`config.mk`:
```
export PLATFORM = sky130hd
export DESIGN_NAME = pg_walker
export DESIGN_NICKNAME = d
export VERILOG_FILES = /design/src/rtl/pg_walker.sv
export SDC_FILE = /design/constraint.sdc
export NUM_CORES = 1
export LEC_CHECK = 0
export BUFFER_PORTS_ARGS = -buffer_cell sky130_fd_sc_hd__buf_2
export CORE_ASPECT_RATIO = 1.75
export CORE_MARGIN = 1
export CORE_UTILIZATION = 49
export CTS_BUF_LIST = sky130_fd_sc_hd__clkbuf_16
export DETAILED_ROUTE_END_ITERATION = 6
export PLACE_DENSITY_LB_ADDON = 0.1
export SYNTH_ARGS = -nofsm -noshare
export SYNTH_HDL_FRONTEND = slang
export SYNTH_SLANG_ARGS = --single-unit
```
`constraint.sdc`:
```
create_clock -name clk -period 1.75 [get_ports clk]
set_input_delay 0.0875 -clock clk [delete_from_list [all_inputs] [get_ports clk]]
set_output_delay 0.0875 -clock clk [all_outputs]
set_load 0.02 [all_outputs]
```
`src/rtl/pg_walker.sv`:
```
module pg_walker #(
  parameter int DIR_W = 10,
  parameter int TBL_W = 10,
  parameter int OFF_W = 12
) (
  input  logic                           clk,
  input  logic                           rst_n,
  input  logic                           req_valid,
  input  logic [DIR_W+TBL_W+OFF_W-1:0]   req_lin,
  input  logic [DIR_W+TBL_W+OFF_W-1:0]   root_base,
  input  logic                           map_en,
  output logic                           ready,
  output logic                           mem_rd,
  output logic [DIR_W+TBL_W+OFF_W-1:0]   mem_addr,
  input  logic [DIR_W+TBL_W+OFF_W-1:0]   mem_data,
  input  logic                           mem_ack,
  output logic [DIR_W+TBL_W+OFF_W-1:0]   phys,
  output logic                           done,
  output logic                           fault
);
  localparam int AW = DIR_W + TBL_W + OFF_W;
  localparam int BW = AW - OFF_W;

  typedef enum logic [2:0] {S_IDLE, S_DIR, S_TBL, S_DONE, S_FAULT} st_t;

  st_t            st;
  logic [AW-1:0]  lin_q;
  logic [BW-1:0]  root_q;
  logic [BW-1:0]  tbl_q;
  logic [BW-1:0]  pg_q;

  logic [AW-1:0]  dir_idx;
  logic [AW-1:0]  tbl_idx;
  logic [BW-1:0]  base_sel;
  logic [AW-1:0]  idx_sel;
  logic           present;

  assign dir_idx  = {{(AW-DIR_W){1'b0}}, lin_q[AW-1 -: DIR_W]};
  assign tbl_idx  = {{(AW-TBL_W){1'b0}}, lin_q[OFF_W +: TBL_W]};
  assign base_sel = (st == S_DIR) ? root_q : tbl_q;
  assign idx_sel  = (st == S_DIR) ? dir_idx : tbl_idx;
  assign present  = mem_data[0];

  assign ready    = (st == S_IDLE);
  assign mem_rd   = (st == S_DIR) || (st == S_TBL);
  assign mem_addr = mem_rd ? ({base_sel, {OFF_W{1'b0}}} + (idx_sel << 2)) : '0;
  assign done     = (st == S_DONE);
  assign fault    = (st == S_FAULT);
  assign phys     = done ? {pg_q, lin_q[OFF_W-1:0]} : '0;

  always_ff @(posedge clk) begin
    if (!rst_n) begin
      st     <= S_IDLE;
      lin_q  <= '0;
      root_q <= '0;
      tbl_q  <= '0;
      pg_q   <= '0;
    end else begin
      unique case (st)
        S_IDLE: if (req_valid) begin
          lin_q  <= req_lin;
          root_q <= root_base[AW-1:OFF_W];
          if (map_en) begin
            st <= S_DIR;
          end else begin
            pg_q <= req_lin[AW-1:OFF_W];
            st   <= S_DONE;
          end
        end
        S_DIR: if (mem_ack) begin
          if (present) begin
            tbl_q <= mem_data[AW-1:OFF_W];
            st    <= S_TBL;
          end else begin
            st <= S_FAULT;
          end
        end
        S_TBL: if (mem_ack) begin
          if (present) begin
            pg_q <= mem_data[AW-1:OFF_W];
            st   <= S_DONE;
          end else begin
            st <= S_FAULT;
          end
        end
        S_DONE:  st <= S_IDLE;
        S_FAULT: st <= S_IDLE;
        default: st <= S_IDLE;
      endcase
    end
  end
endmodule

```
# Yosys cells after proc, flatten, opt, wreduce, memory -nomap -nowiden
# Cells that the tools add are included.
dict set report totals {
  elab_cells 38
  ff_bits 95
  in_bits 101
}
dict set report classes {
  reduce_logical 7
  n_eq_ne 9
  mux 16
  addsub 1
}
# op n
set ops {}
lappend ops {{20-bit two-way mux} 5}
lappend ops {{32-bit two-way mux} 2}
lappend ops {{20-bit case mux with 2 select lines} 1}
lappend ops {{32-bit by 12-bit adder with 32-bit output} 1}
lappend ops {{3-bit two-way mux} 5}
lappend ops {{10-bit two-way mux} 1}
lappend ops {{2-bit != test, second input constant} 5}
lappend ops {{3-bit case mux with 3 select lines} 1}
lappend ops {{3-bit by 2-bit == test with 1-bit output, second input constant} 2}
lappend ops {{3-bit AND reduction} 2}
lappend ops {{5-bit AND reduction} 1}
lappend ops {{3-bit by 1-bit == test with 1-bit output, second input constant} 1}
lappend ops {{3-bit == test, second input constant} 1}
lappend ops {{3-bit zero test} 1}
lappend ops {{2-bit two-way mux} 1}
lappend ops {{2-bit AND reduction} 1}
lappend ops {{2-bit nonzero test} 1}
lappend ops {{1-bit logical OR} 1}

# Depth between registers and ports, before layout
# Gate-level depths: netlist of the first run.
dict set report logic_depth {
  depth_word 4
  depth_mapped 6
  ltp_nobuf 4
}

# Least setup slack after synthesis of the first run
# Ideal clock, no wire load.
dict set report synth_timing {
  path_kind {flip-flop to output port}
  startpoint {register st[0]}
  endpoint {output phys[22]}
  path_stages_with_launch 6
  t_arrival_ns 1.567
  path_buffers 2
  path_slack_ns 0.095
  t_required_ns 1.662
  path_cell_list {dfxtp_1 clkbuf_1 nand2_1 nor2_1 clkbuf_1 and2_1}
}
dict set report synth_via {
  elab_chain_len 2
}
# element line
set synth_rtl {}
lappend synth_rtl {{start, declared} 26} ;# st_t st;
lappend synth_rtl {{start signal, assigned} 53} ;# st <= S_IDLE;
lappend synth_rtl {{start signal, assigned} 64} ;# st <= S_DIR;
lappend synth_rtl {{start signal, assigned} 67} ;# st <= S_DONE;
lappend synth_rtl {{3-bit by 2-bit == test with 1-bit output} 47} ;# assign done = (st == S_DONE);
lappend synth_rtl {{named net done} 18} ;# output logic done,
lappend synth_rtl {{32-bit two-way mux} 49} ;# assign phys = done ? {pg_q, lin_q[OFF_W-1:0]} : '0;
lappend synth_rtl {{end, declared} 17} ;# output logic [DIR_W+TBL_W+OFF_W-1:0] phys,
# The timed path passes the listed nets, and every way through them passes these cells.

# Final worst setup path of the first run
dict set report layout_timing {
  startpoint {register st[0]}
  endpoint {output mem_addr[3]}
}
dict set report layout_via {
  elab_chain_len 4
  word_cells_on_any_way 6
  classes_between {1 x add/sub; 2 x eq/ne; 2 x mux; 1 x reduce/logical}
}
# element line
set layout_rtl {}
lappend layout_rtl {{3-bit by 1-bit == test with 1-bit output} {41, 45}}
lappend layout_rtl {{10-bit two-way mux} 41} ;# assign idx_sel = (st == S_DIR) ? dir_idx : tbl_idx;
lappend layout_rtl {{32-bit by 12-bit adder with 32-bit output} 46} ;# assign mem_addr = mem_rd ? ({base_sel, {OFF_W{1'b0}}} + (idx_sel << 2)) : '0;
lappend layout_rtl {{32-bit two-way mux (*)} 46}
lappend layout_rtl {{end, declared} 14} ;# output logic [DIR_W+TBL_W+OFF_W-1:0] mem_addr,
# Every way passes the cells marked *; elsewhere a longest branch is shown, timed or not.

==> results_dict.tcl, run 1 <==
set metrics [dict create \
    status "finished with violations" \
    violations "hold timing, setup timing" \
    ys_warn_count 0 \
    grt_max_degree 38 \
    final_cells 886 \
    wl_met2_mm 7.94 \
    rows 44 \
    drt-initial-drc-count 257 \
    min_path_type "in -> reg" \
    wl_met1_mm 5.39 \
    grt_usage_pct 30.7 \
    worstPathArrival_ns 1.76 \
    slew_violations 0 \
    rsz0062_at_grt "yes" \
    core_sq_mm 0.00837 \
    die_w_microns 72.5 \
    syn_area_per_cell_sq_um 7.47 \
    grt-ovfl-total 0 \
    drt-wirelength-per-cell_microns 16.6 \
    cp-endpoint "mem_addr[3]" \
    cp-startpoint "st[0]$_SDFFE_PN0P_" \
    hpwlAfterDp_mm 8.30 \
    crit_type "reg -> out" \
    area_growth_pct 58.4 \
    clk_pin_slew_ns 0.06 \
    cts.sinks 95 \
    boundaryPins 169 \
    yosys.cell_types.count 27 \
    cts_tree "yes" \
    report.power.total_mw 5.39 \
    hp-start "req_lin[16]" \
    netlist_instances 571 \
    ant_nets 0 \
    ys_top_cells_by_area "dfxtp_1 (45%), nand2_1 (18%), a21oi_1 (12%), mux2i_1 (4.9%), and2_1 (4.7%)" \
    fin_ws_ns -0.0956 \
    crit_required_ns 1.66 \
    grt_pass1_wl_mm 21.4 \
    fin_area_sq_mm 0.00676 \
    dieHeight_microns 125 \
    die-area_sq_mm 0.00910 \
    syn_area_sq_mm 0.00427 \
    initial_core_util_pct 51.0 \
    rr_endpoint "root_q[4]$_SDFFE_PN0P_" \
    antennaDiodeCount 0 \
    place_inst 806 \
    p_leak_nw 2.79 \
    timing.fmax_ghz 0.542 \
    numCtsBuffers 9 \
    htreeDepth 3 \
    start_kind "flip-flop" \
    r2r_slack_ns 0 \
    cp-end-kind "output port" \
    worst_ir_drop_vdd_mv 0.581 \
    synth_top_cell_area_share_pct 44.6 \
    power.density_mw_per_mm2 797 \
    vias 4688 \
    fin_crit_ns 1.85 \
    wl_mm 14.7 \
    wl_met3_microns 794 \
    fin_hold_ws_ns -0.00593 \
    grt_pass1_vias 4564 \
    place.gp.congestion 0.898 \
    placed_cell_area_sq_mm 0.00517 \
    io_buffer_count 143 \
    post-synth-top-area-cell "dfxtp_1" \
    layout-drive-gt1-share_pct 37.9 \
    rr_worst_depth 5 \
    cp_max_fo 14 \
    clock_latency_ns 0.34 \
    cts-root-buf "clkbuf_16" \
    ys_seq_elements 95 \
    finalHoldViolCount 1 \
    cap_violations 0 \
    via_per_inst 5.29 \
    drc_errors 0 \
    reg2reg_from "st[2]$_SDFFE_PN0P_" \
    top_layer "met4" \
    antenna_found_initial 0 \
    yosysSeqAreaShare_pct 44.6 \
    clockBufferDepth 2 \
    nets 868 \
    fin_crit_sh_pct 105 \
    finalClockSkew_ns 0.00431 \
    drtPass1Iterations 5 \
    finalSetupViolations 31 \
]
report_power, final:
group	leakage, nW	internal [mW]	switching (mW)
Sequential	0.779	2.31	0.0888
Clock	0.129	0.937	0.795
Combinational	1.88	0.557	0.695
layout make-up:
type	count	area (sq um)
clock inverters	6	28.8
fillers	575	1610
flip-flops and latches	95	1910
multi-input cells	425	2460
repair buffers	233	1980
clock buffers	9	225
well taps	115	144
inverters	3	12.5
cells by family (layout without fill, tap and decap cells):
kind of cell	count (synthesis)	count (layout)	synth area share, %
AO/OA/AOI/OAI	127	127	17.7
multiplexers	21	21	4.93
buffers and inverters	52	251	5.43
flip-flops	95	95	44.6
other	1	2	0.0879
AND/OR/NAND/NOR	275	275	27.3
stage by stage:
stage	TNS, ns	util, %	setup slack [ns]
final	-1.80	80.7	-0.0956
after global routing	-3.52	80.7	-0.164
after CTS	-2.28	76.2	-0.0960
after detailed placement	0	61.8	0.0336
after global placement	0	61.8	0.117
after floorplan	0	-	0.0951
timing repair:
action | in CTS | in global routing
hold buffers | 48 | 0
hold endpoints to repair | 48 | 0
buffers inserted | 8 | 4
resized for setup | 90 | 116
endpoints found under the setup margin | 34 | 121
cloned | 4 | 3
pin swaps | 17 | 11
per-layer routing:
layer  vias up  track usage [%]
met4         0             18.7
li1       2258                -
met5         -                0
met2       199             54.8
met1      2187             32.8
met3        44             4.51
sequential cells by signal, summed over array words and instances, names as in the netlist:
signal and cells:
lin_q 32, pg_q 20, tbl_q 20, st 3, root_q 20
cells in the mapped netlist (all sizes together):
master / n
a211oi: 21
a21boi: 1
a21o: 1
a21oi: 102
and2: 32
buf: 22
clkbuf: 27
conb: 1
dfxtp: 95
inv: 3
mux2i: 21
nand2: 206
nand2b: 3
nand3: 2
nor2: 22
nor3: 3
nor3b: 3
nor4b: 1
o22a: 1
o22ai: 1
or3b: 2
or4b: 1
worst min path at each step:
stage / endpoint / slack, ns / cells after the start
final: lin_q[16]$_SDFFE_PN0P_ / -0.006 / 3
after global routing: lin_q[16]$_SDFFE_PN0P_ / 0.009 / 3
after CTS: lin_q[12]$_SDFFE_PN0P_ / 0.00007 / 3
after detailed placement: root_q[8]$_SDFFE_PN0P_ / 0.33 / 3
after global placement: root_q[8]$_SDFFE_PN0P_ / 0.33 / 3
after floorplan: lin_q[0]$_SDFFE_PN0P_ / 0.22 / 2
placed cells by master, fill, tap and decap left out, types with 2 or more instances in the layout:
cell,synthesis,layout
nand2_2,0,24
nand2_1,206,174
a21oi_4,0,2
clkbuf_16,0,9
dfxtp_2,0,2
nor3_1,3,3
nand2b_1,3,3
a21oi_1,102,73
a211oi_2,11,13
nand3_1,2,2
and2_1,32,21
conb_1,1,2
buf_12,0,7
inv_1,2,3
a211oi_1,10,7
a21oi_2,0,27
or3b_4,0,2
buf_6,0,39
dlygate4sd3_1,0,48
clkinv_1,0,3
nor3b_1,3,2
and2_4,0,11
nand2_4,0,8
buf_2,17,86
dfxtp_1,95,92
clkinv_2,0,2
mux2i_1,21,21
buf_4,4,48
buf_16,0,4
nor2_1,22,21
worst max-delay path, cell delays in order (launching register included):
cell,delay (ns)
dfxtp_2,0.34
buf_6,0.14
nand2b_1,0.15
a21o_1,0.24
buf_6,0.19
a21oi_1,0.17
buf_4,0.17
(Power assumes the default switching activity.)
==> run 2, diff against run 1 <==
--- a/config.mk
+++ b/config.mk
@@ -6,9 +6,11 @@
 export NUM_CORES = 1
 export LEC_CHECK = 0
 export BUFFER_PORTS_ARGS = -buffer_cell sky130_fd_sc_hd__buf_2
+export CELL_PAD_IN_SITES_DETAIL_PLACEMENT = 0
+export CELL_PAD_IN_SITES_GLOBAL_PLACEMENT = 1
 export CORE_ASPECT_RATIO = 1.75
 export CORE_MARGIN = 1
-export CORE_UTILIZATION = 49
+export CORE_UTILIZATION = 36
 export CTS_BUF_LIST = sky130_fd_sc_hd__clkbuf_16
 export DETAILED_ROUTE_END_ITERATION = 6
 export PLACE_DENSITY_LB_ADDON = 0.1
==> constraint.sdc (replaced) <==
create_clock -name clk -period 2.4 [get_ports clk]
set_input_delay 0.12 -clock clk [delete_from_list [all_inputs] [get_ports clk]]
set_output_delay 0.12 -clock clk [all_outputs]
set_load 0.02 [all_outputs]
==> results_dict.tcl, run 2 (synthesized netlist as in run 1, its figures left out) <==
set metrics [dict create \
    fin_crit_sh_pct 91.4 \
    cts-root-buf "clkbuf_16" \
    cts_tree "yes" \
    fin_crit_ns 2.19 \
    min_path_type "in -> reg" \
    htreeDepth 3 \
    clk_pin_slew_ns 0.06 \
    crit_type "reg -> out" \
    power.switching_mw 1.04 \
    worst_ir_drop_vdd_mv 0.325 \
    final_cells 832 \
    finalHoldViolCount 0 \
    timing.fmax_ghz 0.456 \
    pwr-share-comb_pct 15.7 \
    grt-ovfl-total 0 \
    cap_violations 0 \
    worstPathArrival_ns 2.07 \
    finalClockSkew_ns 0.00509 \
    status "finished with violations" \
    numCtsBuffers 9 \
    final_cell_mix "nand2_1 (206), buf_2 (143), a21oi_1 (102)" \
    pwr-share-seq_pct 43.8 \
    initial_core_util_pct 36.8 \
    place.gp.congestion 0.790 \
    ant_nets 0 \
    clockPowerShare_pct 40.5 \
    wl_mm 12.2 \
    antennaDiodeCount 0 \
    dieHeight_microns 146 \
    grt_pass1_wl_mm 19.7 \
    grt_pass1_vias 4036 \
    clock_latency_ns 0.34 \
    area_growth_pct 28.5 \
    cts.sinks 95 \
    holdBufCountCts 0 \
    grt_usage_pct 20.4 \
    cp-end-kind "output port" \
    relSlewSlack_pct 49.2 \
    io_buffer_count 143 \
    finalSetupViolations 0 \
    slew_violations 0 \
    drtPass1Iterations 6 \
    sw_frac_of_total_pct 26.2 \
    rows 52 \
    start_kind "flip-flop" \
    largest_reg_flops 32 \
    place_inst 817 \
    die-area_sq_mm 0.0123 \
    tightest_slew_ns 0.760 \
    power.density_mw_per_mm2 726 \
    antenna_found_initial 0 \
    hpwlAfterDp_mm 8.62 \
    die_w_microns 84.3 \
    boundaryPins 169 \
    placed_cell_area_sq_mm 0.00514 \
    fin_area_sq_mm 0.00548 \
    vias 4100 \
    layout-drive-gt1-share_pct 27.7 \
    cp_max_fo 21 \
    drt-initial-drc-count 142 \
    largest-register "lin_q" \
    clockBufferDepth 2 \
    setup_tns_ns 0 \
    via_per_inst 4.93 \
    p_int_mw 2.93 \
    utilization_pct 47.3 \
    nets 794 \
    grt_max_degree 52 \
    rsz0062_at_grt "no" \
    drc_errors 24 \
    p_leak_nw 2.29 \
    violations "DRC" \
    drt-wirelength-per-cell_microns 14.7 \
    final_common_cell "nand2_1" \
    core_sq_mm 0.0116 \
    crit_required_ns 2.28 \
]
run 2: changes by cell type in the layout (fill, tap and decap cells not counted), moves of 27 or more:
| cell | before | now |
|---|---|---|
| buf_2 | 86 | 143 |
| dlygate4sd3_1 | 48 | 0 |
| buf_6 | 39 | 0 |
| buf_4 | 48 | 11 |
| nand2_1 | 174 | 206 |
| a21oi_1 | 73 | 102 |
| a21oi_2 | 27 | 0 |
run 2: path summary, 6_finish.rpt:
path	depth (start not counted)	endpoint	start	slack (ns)
worst max register to register	6	tbl_q[6]$_SDFFE_PN0P_	st[1]$_SDFFE_PN0P_	0.50
worst max-delay path	6	mem_addr[5]	st[1]$_SDFFE_PN0P_	0.21
worst min-delay path	3	lin_q[5]$_SDFFE_PN0P_	req_lin[5]	0.02
worst min register to register	2	lin_q[4]$_SDFFE_PN0P_	lin_q[4]$_SDFFE_PN0P_	0.45
run 2: cell type report:
class / instances / area [sq um]
clock buffer: 9 / 225
clock inverter: 6 / 110
fill: 1232 / 6100
inverter: 3 / 12.5
multi-input combinational: 425 / 2160
sequential: 95 / 1900
tap: 135 / 169
timing repair buffer: 159 / 898
run 2: routing by layer:
metal  share of wire (%)  vias to the layer above  GRT usage, %  wire, microns
met2                  52                      101          38.4           6380
met1                  42                     1881          22.6           5100
met4                 2.0                        0          8.02            250
met3                 3.8                       16          2.95            459
li1                    -                     2102             -              -
met5                   0                        -             0              0
run 2: power by group through the flow:
stage / Clock, mW / Sequential [mW] / Combinational, mW
after CTS: 1.65 / 1.74 / 0.638
after floorplan: 0 / 1.76 / 0.418
after global placement: 0 / 1.78 / 0.625
final: 1.61 / 1.74 / 0.624
after detailed placement: 0 / 1.78 / 0.636
after global routing: 1.71 / 1.76 / 0.700
run 2: stage by stage:
stage	hold WS (ns)	power [mW]	setup slack, ns
6_report	0.0170	3.98	0.206
5_1_grt	0.0227	4.16	0.105
4_1_cts	0.00423	4.04	0.0311
3_5_place_dp	0.367	2.42	0.389
3_3_place_gp	0.360	2.40	0.411
2_1_floorplan	0.256	2.18	0.713
run 2: worst max-delay path, stage by stage, from the launching register on:
cell and delay, ns:
dfxtp_2 0.39, buf_4 0.20, or3b_2 0.58, buf_12 0.21, nand2_1 0.09, a21oi_1 0.07, buf_2 0.19
run 2: repair_timing:
action,CTS,global route
buffers inserted,0,0
endpoints found under the setup margin,0,21
resized for setup,0,1
